$ cat config.mk
export PLATFORM = sky130hd
export DESIGN_NAME = flash_cmd_if
export DESIGN_NICKNAME = d
export VERILOG_FILES = /design/src/rtl/flash_cmd_pkg.sv /design/src/rtl/fci_decode.sv /design/src/rtl/fci_pulse_timer.sv /design/src/rtl/fci_wake_timer.sv /design/src/rtl/flash_cmd_if.sv
export SDC_FILE = /design/constraint.sdc
export NUM_CORES = 1
export LEC_CHECK = 0
export ABC_AREA = 0
export CORE_UTILIZATION = 57
export CTS_CLUSTER_DIAMETER = 50
export CTS_CLUSTER_SIZE = 14
export DETAILED_ROUTE_END_ITERATION = 10
export DONT_BUFFER_PORTS = 1
export PLACE_DENSITY = 0.78
export SLEW_MARGIN = 30
export SYNTH_ARGS = -nofsm -noshare
export SYNTH_HDL_FRONTEND = slang
export SYNTH_SLANG_ARGS = --single-unit
$ cat constraint.sdc
create_clock -name clk -period 1.8 [get_ports clk]
set_input_delay 0.09 -clock clk [delete_from_list [all_inputs] [get_ports clk]]
set_output_delay 0.09 -clock clk [all_outputs]
set_load 0.02 [all_outputs]
$ cat src/rtl/flash_cmd_pkg.sv
package flash_cmd_pkg;

    localparam logic [7:0] OP_RD_ARRAY = 8'hFF;
    localparam logic [7:0] OP_RD_STAT  = 8'h70;
    localparam logic [7:0] OP_RD_SIG   = 8'h90;
    localparam logic [7:0] OP_ERS_SET  = 8'h20;
    localparam logic [7:0] OP_PRG_SET  = 8'h40;
    localparam logic [7:0] OP_CONFIRM  = 8'hD0;
    localparam logic [7:0] OP_CLR_STAT = 8'h50;
    localparam logic [7:0] OP_SUSPEND  = 8'hB0;

    typedef enum logic [3:0] {
        C_NONE, C_RD_ARRAY, C_RD_STAT, C_RD_SIG, C_ERS_SET,
        C_PRG_SET, C_CONFIRM, C_CLR_STAT, C_SUSPEND
    } cmd_t;

    typedef enum logic [1:0] {
        RM_ARRAY  = 2'd0,
        RM_STATUS = 2'd1,
        RM_SIG    = 2'd2
    } rmode_t;

    typedef enum logic [2:0] {
        S_READY, S_PSET, S_ESET, S_PRUN, S_ERUN, S_ESUSP, S_SLEEP
    } fsm_t;

    typedef struct packed {
        logic ers;
        logic prg;
        logic vpp;
    } err_t;

endpackage

$ cat src/rtl/fci_decode.sv
module fci_decode
    import flash_cmd_pkg::*;
(
    input  logic [7:0] code,
    output cmd_t       kind
);
    always_comb begin
        case (code)
            OP_RD_ARRAY: kind = C_RD_ARRAY;
            OP_RD_STAT:  kind = C_RD_STAT;
            OP_RD_SIG:   kind = C_RD_SIG;
            OP_ERS_SET:  kind = C_ERS_SET;
            OP_PRG_SET:  kind = C_PRG_SET;
            OP_CONFIRM:  kind = C_CONFIRM;
            OP_CLR_STAT: kind = C_CLR_STAT;
            OP_SUSPEND:  kind = C_SUSPEND;
            default:     kind = C_NONE;
        endcase
    end
endmodule

$ cat src/rtl/fci_pulse_timer.sv
module fci_pulse_timer #(
    parameter int PULSE_CYC = 4,
    parameter int CNT_W     = 5
) (
    input  logic             clk,
    input  logic             rst_n,
    input  logic             start,
    input  logic             run,
    output logic             pulse_end,
    output logic [CNT_W-1:0] pulses
);
    localparam int CYC_W = (PULSE_CYC > 1) ? $clog2(PULSE_CYC) : 1;
    localparam logic [CYC_W-1:0] CYC_LAST = CYC_W'(PULSE_CYC - 1);

    logic [CYC_W-1:0] cyc;

    assign pulse_end = run && (cyc == CYC_LAST);

    always_ff @(posedge clk) begin
        if (!rst_n) begin
            cyc    <= '0;
            pulses <= '0;
        end else if (start) begin
            cyc    <= '0;
            pulses <= '0;
        end else if (run) begin
            if (pulse_end) begin
                cyc    <= '0;
                pulses <= pulses + 1'b1;
            end else begin
                cyc <= cyc + 1'b1;
            end
        end
    end
endmodule

$ cat src/rtl/fci_wake_timer.sv
module fci_wake_timer #(
    parameter int CMD_WAKE  = 21,
    parameter int READ_WAKE = 30
) (
    input  logic clk,
    input  logic rst_n,
    input  logic pd_n,
    output logic cmd_ok,
    output logic rd_ok
);
    localparam int W = $clog2(READ_WAKE + 1);
    localparam logic [W-1:0] CMD_LIM  = W'(CMD_WAKE);
    localparam logic [W-1:0] READ_LIM = W'(READ_WAKE);

    logic [W-1:0] cnt;

    always_ff @(posedge clk) begin
        if (!rst_n)
            cnt <= READ_LIM;
        else if (!pd_n)
            cnt <= '0;
        else if (cnt < READ_LIM)
            cnt <= cnt + 1'b1;
    end

    assign cmd_ok = pd_n && (cnt >= CMD_LIM);
    assign rd_ok  = pd_n && (cnt >= READ_LIM);
endmodule

$ cat src/rtl/flash_cmd_if.sv
module flash_cmd_if
    import flash_cmd_pkg::*;
#(
    parameter int PULSE_CYC = 4,
    parameter int PROG_MAX  = 8,
    parameter int ERASE_MAX = 16,
    parameter int CMD_WAKE  = 21,
    parameter int READ_WAKE = 30
) (
    input  logic       clk,
    input  logic       rst_n,
    input  logic       ce,
    input  logic       cmd_we,
    input  logic [7:0] cmd_data,
    input  logic       rd_stb,
    input  logic       vpp_low,
    input  logic       pd_n,
    input  logic       verify_ok,
    output logic [1:0] rd_sel,
    output logic [7:0] stat_o
);
    localparam int PMAX  = (PROG_MAX > ERASE_MAX) ? PROG_MAX : ERASE_MAX;
    localparam int CNT_W = $clog2(PMAX + 1);
    localparam logic [CNT_W-1:0] P_LAST = CNT_W'(PROG_MAX - 1);
    localparam logic [CNT_W-1:0] E_LAST = CNT_W'(ERASE_MAX - 1);

    fsm_t   state, state_n;
    rmode_t mode, mode_n;
    err_t   err, err_n;
    cmd_t   cmd;

    logic             wk_cmd_ok, wk_rd_ok;
    logic             wr_ok, rd_ok;
    logic             t_start, t_end;
    logic [CNT_W-1:0] t_cnt;
    logic             busy;
    logic [7:0]       live;

    fci_decode u_dec (
        .code (cmd_data),
        .kind (cmd)
    );

    fci_wake_timer #(
        .CMD_WAKE  (CMD_WAKE),
        .READ_WAKE (READ_WAKE)
    ) u_wake (
        .clk    (clk),
        .rst_n  (rst_n),
        .pd_n   (pd_n),
        .cmd_ok (wk_cmd_ok),
        .rd_ok  (wk_rd_ok)
    );

    assign busy = (state == S_PRUN) || (state == S_ERUN);

    fci_pulse_timer #(
        .PULSE_CYC (PULSE_CYC),
        .CNT_W     (CNT_W)
    ) u_pulse (
        .clk       (clk),
        .rst_n     (rst_n),
        .start     (t_start),
        .run       (busy),
        .pulse_end (t_end),
        .pulses    (t_cnt)
    );

    assign wr_ok = ce && cmd_we && wk_cmd_ok;
    assign rd_ok = ce && rd_stb && wk_rd_ok;

    // next-state and transition logic
    always_comb begin
        state_n = state;
        mode_n  = mode;
        err_n   = err;
        t_start = 1'b0;
        unique case (state)
            S_READY: begin
                if (wr_ok) begin
                    case (cmd)
                        C_RD_ARRAY: mode_n = RM_ARRAY;
                        C_RD_STAT:  mode_n = RM_STATUS;
                        C_RD_SIG:   mode_n = RM_SIG;
                        C_CLR_STAT: err_n  = '0;
                        C_PRG_SET: begin
                            state_n = S_PSET;
                            mode_n  = RM_STATUS;
                        end
                        C_ERS_SET: begin
                            state_n = S_ESET;
                            mode_n  = RM_STATUS;
                        end
                        default: ;
                    endcase
                end
            end
            S_PSET: begin
                if (wr_ok) begin
                    mode_n = RM_STATUS;
                    if (vpp_low) begin
                        err_n.vpp = 1'b1;
                        state_n   = S_READY;
                    end else begin
                        state_n = S_PRUN;
                        t_start = 1'b1;
                    end
                end
            end
            S_ESET: begin
                if (wr_ok) begin
                    mode_n = RM_STATUS;
                    if (cmd != C_CONFIRM) begin
                        err_n.ers = 1'b1;
                        err_n.prg = 1'b1;
                        state_n   = S_READY;
                    end else if (vpp_low) begin
                        err_n.vpp = 1'b1;
                        state_n   = S_READY;
                    end else begin
                        state_n = S_ERUN;
                        t_start = 1'b1;
                    end
                end
            end
            S_PRUN: begin
                if (t_end && (verify_ok || (t_cnt == P_LAST))) begin
                    err_n.prg = !verify_ok;
                    state_n   = S_READY;
                end
            end
            S_ERUN: begin
                if (t_end && (verify_ok || (t_cnt == E_LAST))) begin
                    err_n.ers = !verify_ok;
                    state_n   = S_READY;
                end else if (wr_ok && (cmd == C_SUSPEND)) begin
                    state_n = S_ESUSP;
                end
            end
            S_ESUSP: begin
                if (wr_ok) begin
                    case (cmd)
                        C_CONFIRM: begin
                            state_n = S_ERUN;
                            mode_n  = RM_STATUS;
                        end
                        C_RD_ARRAY: mode_n = RM_ARRAY;
                        C_RD_STAT:  mode_n = RM_STATUS;
                        C_RD_SIG:   mode_n = RM_SIG;
                        default: ;
                    endcase
                end
            end
            S_SLEEP: begin
                state_n = S_READY;
                mode_n  = RM_ARRAY;
                err_n   = '0;
            end
            default: state_n = S_READY;
        endcase
        if (!pd_n) begin
            state_n = S_SLEEP;
            mode_n  = RM_ARRAY;
            err_n   = '0;
            t_start = 1'b0;
        end
    end

    // state register
    always_ff @(posedge clk) begin
        if (!rst_n) begin
            state <= S_READY;
            mode  <= RM_ARRAY;
            err   <= '0;
        end else begin
            state <= state_n;
            mode  <= mode_n;
            err   <= err_n;
        end
    end

    // outputs
    assign live   = {!busy, (state == S_ESUSP), err.ers, err.prg, err.vpp, 3'b000};
    assign rd_sel = mode;

    always_ff @(posedge clk) begin
        if (!rst_n)
            stat_o <= 8'h80;
        else if (!pd_n)
            stat_o <= 8'h80;
        else if (rd_ok)
            stat_o <= live;
    end
endmodule

**After elaboration in Yosys (flattened, before gate mapping)**

Cells that the tools add are included.

- Muxes and demuxes: 42
- Add/subtract/negate cells: 3
- Reduce and logical (&&, ||, !) cells: 32
- Equality and inequality tests: 50
- Bitwise gates (word level): 1
- Order comparisons: 3

Operator list:

| operator | count |
|---|---|
| $mux 3 | 14 |
| $eq 8x8->1 const B | 4 |
| $pmux 4 s8 | 1 |
| $eq 8x7->1 const B | 3 |
| $reduce_and 6->1 | 4 |
| $pmux 3 s6 | 1 |
| $eq 4x3->1 const B | 4 |
| $ne 4x2->1 const B | 4 |
| $reduce_and 8->1 | 2 |
| $reduce_bool 4->1 | 4 |
| $mux 2 | 6 |
| $ne 2x1->1 const B | 6 |
| $ne 2x2->1 const B | 6 |
| $ne 3x3->1 const B | 4 |
| $pmux 1 s4 | 3 |
| $pmux 2 s3 | 2 |
| $add 5x1->5 const B | 2 |
| $ge 5x5->1 const B | 2 |
| $logic_and 1x1->1 | 10 |
| $mux 1 | 10 |
| $mux 5 | 2 |
| $eq 3x3->1 const B | 3 |
| $eq 4x2->1 const B | 2 |
| $eq 8x6->1 const B | 1 |
| 22 further kinds | 31 |

- Register bits: 25
- Input bits: 16

**Depth between registers and ports, before layout**

Gate-level depths: netlist of the first run.

- Depth in word-level cells: 8
- Mapped depth: 8
- Mapped depth without buffers: 8

**By module**

From an unflattened synthesis of the first run, not the netlist that was laid out.

- Cells, all modules: 229
- Area total of the unflattened synthesis: 1896.8 µm²

Modules (own cells, without submodules):

| module | cells each | area each (µm²) | times used |
|---|---|---|---|
| flash_cmd_if | 143 | 1191.1 | 1 |
| fci_pulse_timer | 36 | 314.1 | 1 |
| fci_wake_timer | 34 | 280.3 | 1 |
| fci_decode | 16 | 111.4 | 1 |

**Least setup slack after synthesis of the first run**

No wires, ideal clock.

- Path type: register to register
- Start: register u_pulse.pulses[0]
- End: register state[1]
- Setup slack: -0.088 ns
- Arrival time: 1.814 ns
- Stages on the path, launching flop included: 9
- Period minus slack after synthesis: 1.888 ns
- Required time: 1.726 ns
- Cells stage by stage: dfxtp_1 -> ha_1 -> and3_1 -> ha_1 -> o21ai_0 -> o21ai_0 -> a21oi_1 -> or4_1 -> a31oi_1

- Longest elaborated chain between the ends: 6
- Elaborated cells on any way between the ends: 12
- Classes of those cells: 4 x eq/ne; 3 x mux; 5 x reduce/logical

Ends and longest elaborated chain:

| item | RTL line | source |
|---|---|---|
| start: declaration | fci_pulse_timer.sv:10 | `output logic [CNT_W-1:0] pulses` |
| start signal: assignment | fci_pulse_timer.sv:29 | `pulses <= pulses + 1'b1;` |
| $eq 5x4->1 | flash_cmd_if.sv:133 | `if (t_end && (verify_ok \|\| (t_cnt == E_LAST))) begin` |
| $logic_or 1x1->1 | flash_cmd_if.sv:133 |  |
| $logic_and 1x1->1 | flash_cmd_if.sv:133 |  |
| $mux 3 | flash_cmd_if.sv:133 |  |
| $pmux 3 s6 | flash_cmd_if.sv:78 | `unique case (state)` |
| $mux 3 | flash_cmd_if.sv:161 | `if (!pd_n) begin` |
| end signal: assignment | flash_cmd_if.sv:176 | `state <= state_n;` |
| end: declaration | flash_cmd_if.sv:27 | `fsm_t state, state_n;` |

Parallel ways exist; a longest one is shown, timed or not.
A chain may end at the register's enable or synchronous reset.

**Worst setup path in the final report of the first run**

- Start: register u_pulse.pulses[1]
- End: register state[1]

Same word-level chain as after synthesis.

==> results.yml, run 1 <==
outcome:
  outcome: "finished with violations"
  violations: "design-rule violations, negative setup slack"
clock_network:
  cts_sinks: 25
  cts_tree: "built"
  root_buffer: "clkbuf_4"
  clock_path_buffers: 2
  htreeDepth: 1
  clkTransAtPathRegs_ns: 0.15
  clock_latency_ns: 0.33
  numCtsBuffers: 3
routing:
  antenna_left: 0
  via_per_inst: 6.26
  first_pass_iters: 7
  route.detailed.drc: 2
  dr_total_vias: 1702
  routedWlPerCell_um: 16.1
  wirelength_mm: 4.38
  drt_iter0_drc: 67
sta:
  drv_slew: 0
  fin_setup_tns_ns: -0.00355
  fin_crit_ns: 1.80
  worst_slack_ns: -0.00355
  setup_viol: 1
  hold_viol: 0
  fin_skew_ns: 0.00584
  worst_pin_slew_ns: 0.535
  rsz0062_at_grt: "true"
  min_period_over_period_pct: 100
  slew_headroom_pct: 64.2
  max_freq_mhz: 554
layout:
  area_growth_syn_to_layout_pct: 17.9
  stdcell_count: 272
  finalNetCount: 264
  multi_input_area_um2: 1210
  drive_above_1_share_pct: 24.1
  antenna_cells: 0
  nFillCells: 228
  final_common_cell: "nand2_1"
  regArea_um2: 510
  layout_common_cells: "28 x nand2_1, 24 x nor2_1, 24 x buf_4, 19 x dfxtp_1, 11 x mux2i_1"
synthesis:
  synth_ff_type: "dfxtp_1"
  syn_inst: 224
  synthDistinctLibCells: 56
  ys_warn_count: 0
  syn-cell-area_um2: 1740
  yosys_register_bits: 25
  async_reset_ff_share_pct: 0
  ys_seq_area_share_pct: 28.7
  synth-edff-count: 0
  synth_area_per_cell_um2: 7.78
power_and_ir_drop:
  peakVddDrop_v: 0.000365
  p_int_mw: 0.811
  p_per_area_nw_per_um2: 582
  p_leak_nw: 0.776
  pwr-share-comb_pct: 26.6
  switchingPower_mw: 0.385
  switching_share_pct: 32.2
  seq_power_share_pct: 50.5
  clock_power_share_pct: 23.0
run:
  maxCapViolCount: 0
floorplanning:
  die_y_um: 57.3
  die_w_um: 57.3
  pin_count: 26
  start_util_pct: 61.6
  dieArea_um2: 3280
  core_area_um2: 2830
  rows: 19
min_path:
  hp-class: "in2reg"
global_route:
  grt_first_pass_wirelength_mm: 7.10
  grt_remaining_overflow: 0
  grt_max_degree: 17
  grt_pass1_vias: 1551
  grt.total_usage_pct: 27.4
  antenna_found_initial: 0
placement:
  port_buffers: 0
  hpwlAfterDp_mm: 3.15
  dp.cells: 259
  place_congestion: 0.981
critical_path:
  worstSetupPathType: "reg2reg"
  slowest_delay_ns: 0.41
  crit_fanout: 4
  worst_setup_path_start_kind: "register"
  cpMaxStageDelayCell: "or4_1"
  crit_path_end_kind: "register"
  cp.required_ns: 2.06
  cp_cell_sequence: "ha_4, and3_1, ha_1, o21ai_2, o21ai_2, a21oi_2, or4_1, a31oi_1"
  critPathMostFrequentCell: "o21ai_2"
  worst_ep_arrival_time_ns: 2.06
-- final timing paths --
kind,startpoint,end,slack [ns],cells past startpoint
setup / recovery,u_pulse.pulses[1],state[1],-0.004,8
hold / removal,cmd_data[4],rd_sel[1],0.02,4
setup reg to reg,u_pulse.pulses[1],state[1],-0.004,8
hold reg to reg,err[1],stat_o[4],0.51,2
-- power by group through the flow --
| stage | registers, mW | logic [mW] | clock network (mW) |
|---|---|---|---|
| 2_1_floorplan | 0.603 | 0.219 | 0 |
| 3_3_place_gp | 0.610 | 0.264 | 0 |
| 3_5_place_dp | 0.612 | 0.270 | 0 |
| 4_1_cts | 0.601 | 0.287 | 0.289 |
| 5_1_grt | 0.607 | 0.348 | 0.307 |
| 6_report | 0.604 | 0.317 | 0.274 |
-- registers in the layout, summed over array words and instances, names as in the netlist --
name,flops
err,3
u_pulse.cyc,2
u_wake.cnt,5
stat_o,5
state,3
u_pulse.pulses,5
rd_sel,2
-- worst max-delay path: cells and delay by family, from the launching register on --
family / cells / cell delay [ns]
simple gates: 2 / 0.57
fa+ha+maj: 2 / 0.30
flops: 1 / 0.38
compound gates: 4 / 0.51
-- kinds of logic after synthesis --
logic type	Yosys count	share of synthesized area, %
AND/OR/NAND/NOR	97	28.2
AO/OA/AOI/OAI	51	21.1
buffers and inverters	26	7.54
flip-flops	25	28.7
multiplexers	11	6.32
XOR/XNOR	7	3.52
adder cells (fa/ha/maj)	6	4.31
other	1	0.215
-- cell type report --
class | count | share of cell area (%)
multi-input cells | 175 | 59.0
flip-flops and latches | 25 | 24.9
repair buffers | 29 | 11.2
well taps | 31 | 1.89
inverters | 8 | 1.46
clock buffers | 3 | 1.10
clock inverters | 1 | 0.427
-- cells in the mapped netlist (6+ instances only) --
| master | count | area [um^2] |
|---|---|---|
| nor3_1 | 10 | 50.1 |
| nor2_1 | 24 | 90.1 |
| mux2i_1 | 11 | 110 |
| a21oi_1 | 10 | 50.1 |
| nand3_1 | 7 | 35.0 |
| clkbuf_1 | 8 | 30.0 |
| o21ai_0 | 13 | 65.1 |
| nand2_1 | 28 | 105 |
| ha_1 | 6 | 75.1 |
| buf_4 | 6 | 45.0 |
| inv_1 | 8 | 30.0 |
| dfxtp_1 | 25 | 500 |
-- through the flow --
step           util (%)  cell area, um^2  hold slack, ns  setup WS [ns]  power (mW)
3_3_place_gp       65.6             1860           0.155         -0.132       0.874
2_1_floorplan         -             1770           0.298         0.0368       0.822
6_report           72.6             2050          0.0199       -0.00355        1.20
4_1_cts            69.3             1960          0.0119        -0.0165        1.18
5_1_grt            72.6             2050          0.0406        -0.0909        1.26
3_5_place_dp       65.6             1860           0.155         -0.119       0.882
-- repair_timing --
item / 4_1_cts / 5_1_grt
resized for setup: 3 / 19
pin swaps: 3 / 7
hold endpoints to repair: 15 / 0
hold buffers: 5 / 0
buffers inserted: 2 / 2
endpoints found under the setup margin: 7 / 8
-- metal layers --
metal / track usage (%) / vias up / share of wire (%)
met5: 0 / - / 0
met4: 6.27 / 0 / 0.32
met3: 5.67 / 2 / 7.4
met2: 44.5 / 67 / 47
met1: 37.7 / 791 / 45
li1: - / 842 / -
(Power assumes the default switching activity.)
==> run 2: changes to the inputs <==
CAP_MARGIN = 10   (was not set)
TNS_END_PERCENT = 20   (was not set)
==> run 2 against run 1 <==
Net effect:
- the flow still finishes with violations (design-rule violations, negative setup slack)
- clock skew about the same
- clock power about the same
- cell area down 1.2%
- count of clock-buffer cells in the layout unchanged
- sequential share of layout area up 0.31 points
- hold slack better by 0.0027 ns
- non-clock buffer count down 1
==> results.yml, run 2 (synthesis gave the netlist of run 1 again) <==
critical_path:
  slowest_delay_ns: 0.41
  cpMaxStageDelayCell: "or4_1"
  cp.required_ns: 2.06
  r2r_slack_ns: -0.005
  timing.rr.end: "state[1]"
  critPathMostFrequentCell: "o21ai_2"
  reg2reg_depth: 8
  worstSetupPathType: "reg2reg"
  worst_ep_arrival_time_ns: 2.06
  worst_setup_path_start_kind: "register"
  crit_fanout: 4
  rr_startpoint: "u_pulse.pulses[1]"
  crit_path_end_kind: "register"
  startpoint: "u_pulse.pulses[1]"
  cp-endpoint: "state[1]"
  cp_cell_sequence: "ha_4, and3_1, ha_1, o21ai_2, o21ai_2, a21oi_2, or4_1, a31oi_1"
floorplanning:
  pin_count: 26
  dieArea_um2: 3280
  core_area_um2: 2830
  start_util_pct: 61.6
  die_y_um: 57.3
  rows: 19
  die_w_um: 57.3
layout:
  antenna_cells: 0
  regArea_um2: 510
  drive_above_1_share_pct: 23.8
  reg_top3: "stat_o x5, u_pulse.pulses x5, u_wake.cnt x5"
  finalNetCount: 263
  final_area_um2: 2030
  area_growth_syn_to_layout_pct: 16.5
  final_common_cell: "nand2_1"
  layout_common_cells: "28 x nand2_1, 24 x nor2_1, 23 x buf_4, 19 x dfxtp_1, 11 x mux2i_1"
  multi_input_area_um2: 1190
  post-route-util_pct: 71.7
  nFillCells: 234
sta:
  drv_slew: 0
  rsz0062_at_grt: "true"
  hold_viol: 0
  worst_pin_slew_ns: 0.534
  fin_setup_tns_ns: -0.00534
  min_period_over_period_pct: 100
  slew_headroom_pct: 64.3
  setup_viol: 1
  fin_crit_ns: 1.81
  max_freq_mhz: 554
  fin_skew_ns: 0.00593
  timing.hold.ws_ns: 0.0227
  worst_slack_ns: -0.00534
clock_network:
  clock_path_buffers: 2
  htreeDepth: 1
  numCtsBuffers: 3
  clock_latency_ns: 0.33
  root_buffer: "clkbuf_4"
  clkTransAtPathRegs_ns: 0.15
  cts_sinks: 25
  cts_tree: "built"
power_and_ir_drop:
  p_leak_nw: 0.769
  p_total_mw: 1.18
  peakVddDrop_v: 0.000365
  p_per_area_nw_per_um2: 584
routing:
  first_pass_iters: 7
  drt_iter0_drc: 77
  route.detailed.drc: 2
  wirelength_mm: 4.26
  antenna_left: 0
  routedWlPerCell_um: 15.7
  dr_total_vias: 1691
  via_per_inst: 6.24
global_route:
  grt_max_degree: 17
  grt_remaining_overflow: 0
  antenna_found_initial: 0
  grt_pass1_vias: 1551
  grt.total_usage_pct: 27.4
  grt_first_pass_wirelength_mm: 7.10
placement:
  post_dp_cell_area_um2: 1860
  hpwlAfterDp_mm: 3.15
  port_buffers: 0
  place_congestion: 0.981
run:
  maxCapViolCount: 0
outcome:
  violations: "design-rule violations, negative setup slack"
  outcome: "finished with violations"
min_path:
  hp-class: "in2reg"
==> run 2: cell types whose count changed in the layout (fill, tap and decap cells not counted) <==
cell and delta:
ha_4 -1, buf_4 -1, a211oi_4 -1, a211oi_2 +1, ha_2 +1
==> run 2: final cells by class <==
class                      count  share of cell area [%]
timing repair buffer          28                    11.0
tap                           31                    1.91
inverter                       8                    1.48
sequential                    25                    25.2
clock inverter                 1                   0.432
multi-input combinational    175                    58.9
clock buffer                   3                    1.11
==> run 2: where the power goes <==
group / switching [mW] / total (mW) / leakage (nW) / internal (mW)
clock network: 0.185 / 0.276 / 0.0183 / 0.0906
registers: 0.0278 / 0.603 / 0.206 / 0.575
logic: 0.165 / 0.306 / 0.545 / 0.141
==> run 2: repair_timing <==
item	CTS	global route
gates resized for setup	3	17
setup buffers	2	1
hold endpoints to repair	15	0
pin swaps	3	5
hold buffers	5	0
setup endpoints to repair	7	8
==> run 2: per-stage QoR <==
step                      cells  setup slack (ns)
after floorplan             226            0.0368
final                       271          -0.00534
after global placement      259            -0.132
after CTS                   270           -0.0165
after detailed placement    259            -0.119
after global routing        271           -0.0898
==> run 2: worst max-delay path: cells and delay by family, from the launching register on <==
family	cells	cell delay, ns
AOI/OAI and AO/OA	4	0.51
adders and majority gates	2	0.30
DFF	1	0.38
and+or+nand+nor	2	0.57
==> run 2: worst min-delay path by stage <==
stage | cells past startpoint | slack, ns | startpoint | end
floorplan | 2 | 0.30 | verify_ok | err[1]
detailed placement | 1 | 0.16 | rst_n | u_wake.cnt[4]
finish | 4 | 0.02 | cmd_data[4] | rd_sel[1]
global route | 4 | 0.04 | cmd_data[4] | rd_sel[1]
global placement | 1 | 0.15 | rst_n | u_wake.cnt[4]
CTS | 4 | 0.01 | cmd_data[4] | rd_sel[1]
==> run 2: per-layer routing <==
metal  up-vias  global-route usage (%)  part of all wire (%)
met5         -                       0                     0
met4         0                    6.27                  0.33
met3         2                    5.67                   7.2
met2        67                    44.5                    48
met1       783                    37.7                    45
li1        839                       -                     -
==> run 3: changes to the inputs <==
clock period = 1.5 ns   (was 1.8 ns; I/O delays follow)
==> run 3 against run 2 <==
Net effect:
- the run still ends with design-rule violations, negative setup slack left
- critical path depth is 1 higher
- non-clock buffer count is 26 higher
- count of clock-buffer cells in the layout stayed put
- maximum frequency is 1.2% lower
- register-to-register slack worse by 0.32 ns
- first-iteration DRC count grew to 2.6 times the previous value
- highest routed layer unchanged
==> results.yml, run 3 (synthesis gave the netlist of run 1 again) <==
global_route:
  grt.total_usage_pct: 35.9
  grt_use_met1_pct: 37.9
  antenna_found_initial: 0
  gr-max-usage-layer: "met2"
  grt_remaining_overflow: 0
  grt_max_degree: 17
  gr-usage-met3_pct: 7.48
  grt_first_pass_wirelength_mm: 8.83
  grt_pass1_vias: 1933
  use_met2_pct: 62.5
critical_path:
  cp_cell_sequence: "ha_4, and3_4, ha_4, o21ai_4, o21ai_2, a21oi_2, buf_4, nor3b_4, mux2i_1"
  worst_setup_path_start_kind: "register"
  cpMaxStageDelayCell: "dfxtp_2"
  cp.required_ns: 1.79
  path_delay_family: "flip-flops"
  crit_fanout: 4
  worst_ep_arrival_time_ns: 2.11
  cp_num_buf_inv: 1
  crit_path_end_kind: "register"
  slowest_delay_ns: 0.39
  worstSetupPathType: "reg2reg"
  critPathMostFrequentCell: "ha_4"
sta:
  hold_viol: 0
  timing.hold.ws_ns: 0.0163
  setup_viol: 15
  min_period_over_period_pct: 122
  fin_skew_ns: 0.00270
  fin_crit_ns: 1.83
  drv_slew: 0
  fin_setup_tns_ns: -2.73
  max_freq_mhz: 547
  worst_slack_ns: -0.328
  rsz0062_at_grt: "true"
floorplanning:
  die_w_um: 57.3
  core_area_um2: 2830
  rows: 19
  pin_count: 26
  start_util_pct: 61.6
  die_y_um: 57.3
  dieArea_um2: 3280
placement:
  port_buffers: 0
  hpwlAfterDp_mm: 3.50
  place_congestion: 0.989
  place_ws_ns: -0.315
routing:
  dr_total_vias: 1932
  wirelength_mm: 5.59
  antenna_left: 0
  drt_iter0_drc: 200
  via_per_inst: 6.51
  route.detailed.drc: 6
  first_pass_iters: 8
  routedWlPerCell_um: 18.8
layout:
  multi_input_area_um2: 1320
  regArea_um2: 513
  area_growth_syn_to_layout_pct: 35.8
  final_common_cell: "buf_4"
  post-route-util_pct: 83.6
  layout_common_cells: "46 x buf_4, 28 x nand2_1, 21 x nor2_1, 19 x dfxtp_1, 11 x mux2i_1"
  antenna_cells: 0
  finalNetCount: 289
  drive_above_1_share_pct: 36.5
  reg_top3: "stat_o x5, u_pulse.pulses x5, u_wake.cnt x5"
  nFillCells: 149
clock_network:
  clock_latency_ns: 0.36
  clock_path_buffers: 2
  clkTransAtPathRegs_ns: 0.15
  htreeDepth: 1
  root_buffer: "clkbuf_4"
  numCtsBuffers: 3
  cts_tree: "built"
  cts_sinks: 25
power_and_ir_drop:
  peakVddDrop_v: 0.000893
  p_leak_nw: 0.921
  p_total_mw: 1.55
  p_per_area_nw_per_um2: 656
run:
  maxCapViolCount: 0
min_path:
  hp-class: "in2reg"
outcome:
  outcome: "finished with violations"
  violations: "design-rule violations, negative setup slack"
[run 3: stage by stage]
stage                     instances  cell area [um^2]
after global placement          284              2100
final                           297              2370
after detailed placement        284              2100
after global routing            297              2370
after floorplan                 226              1820
after CTS                       297              2330
[run 3: per-layer routing]
layer  wire [um]  up-vias
met5           0        -
met2        2790      117
met4         325        0
met3         470       33
li1            -      887
met1        2000      895
[run 3: worst paths after layout]
check                          from         to  slack [ns]  depth (start not counted)
setup / recovery  u_pulse.pulses[1]   state[0]       -0.33                          9
hold / removal          cmd_data[6]  rd_sel[1]        0.02                          4
setup reg to reg  u_pulse.pulses[1]   state[0]       -0.33                          9
hold reg to reg              err[2]  stat_o[5]        0.54                          2
[run 3: timing repair]
action	4_1_cts	5_1_grt
hold buffers	5	0
pin swaps	13	2
gates resized for setup	25	10
hold endpoints to repair	16	0
buffers inserted	4	0
endpoints found under the setup margin	20	20
[run 3: final cells by class]
type	count	area share, %
Clock inverter	1	0.370
Sequential cell	25	21.7
Timing Repair Buffer	54	18.1
Tap cell	31	1.64
Clock buffer	3	0.952
Multi-Input combinational cell	175	55.9
Inverter	8	1.27
[run 3: report_power, final]
group / internal [mW] / total [mW] / leakage, nW / switching, mW
logic: 0.228 / 0.485 / 0.696 / 0.257
clock network: 0.110 / 0.355 / 0.0183 / 0.245
registers: 0.689 / 0.713 / 0.206 / 0.0248
[run 3: tightest hold or removal path: stages]
cell	delay [ns]
nand2b_1	0.10
nor2_1	0.04
nand2_1	0.07
mux2i_1	0.06
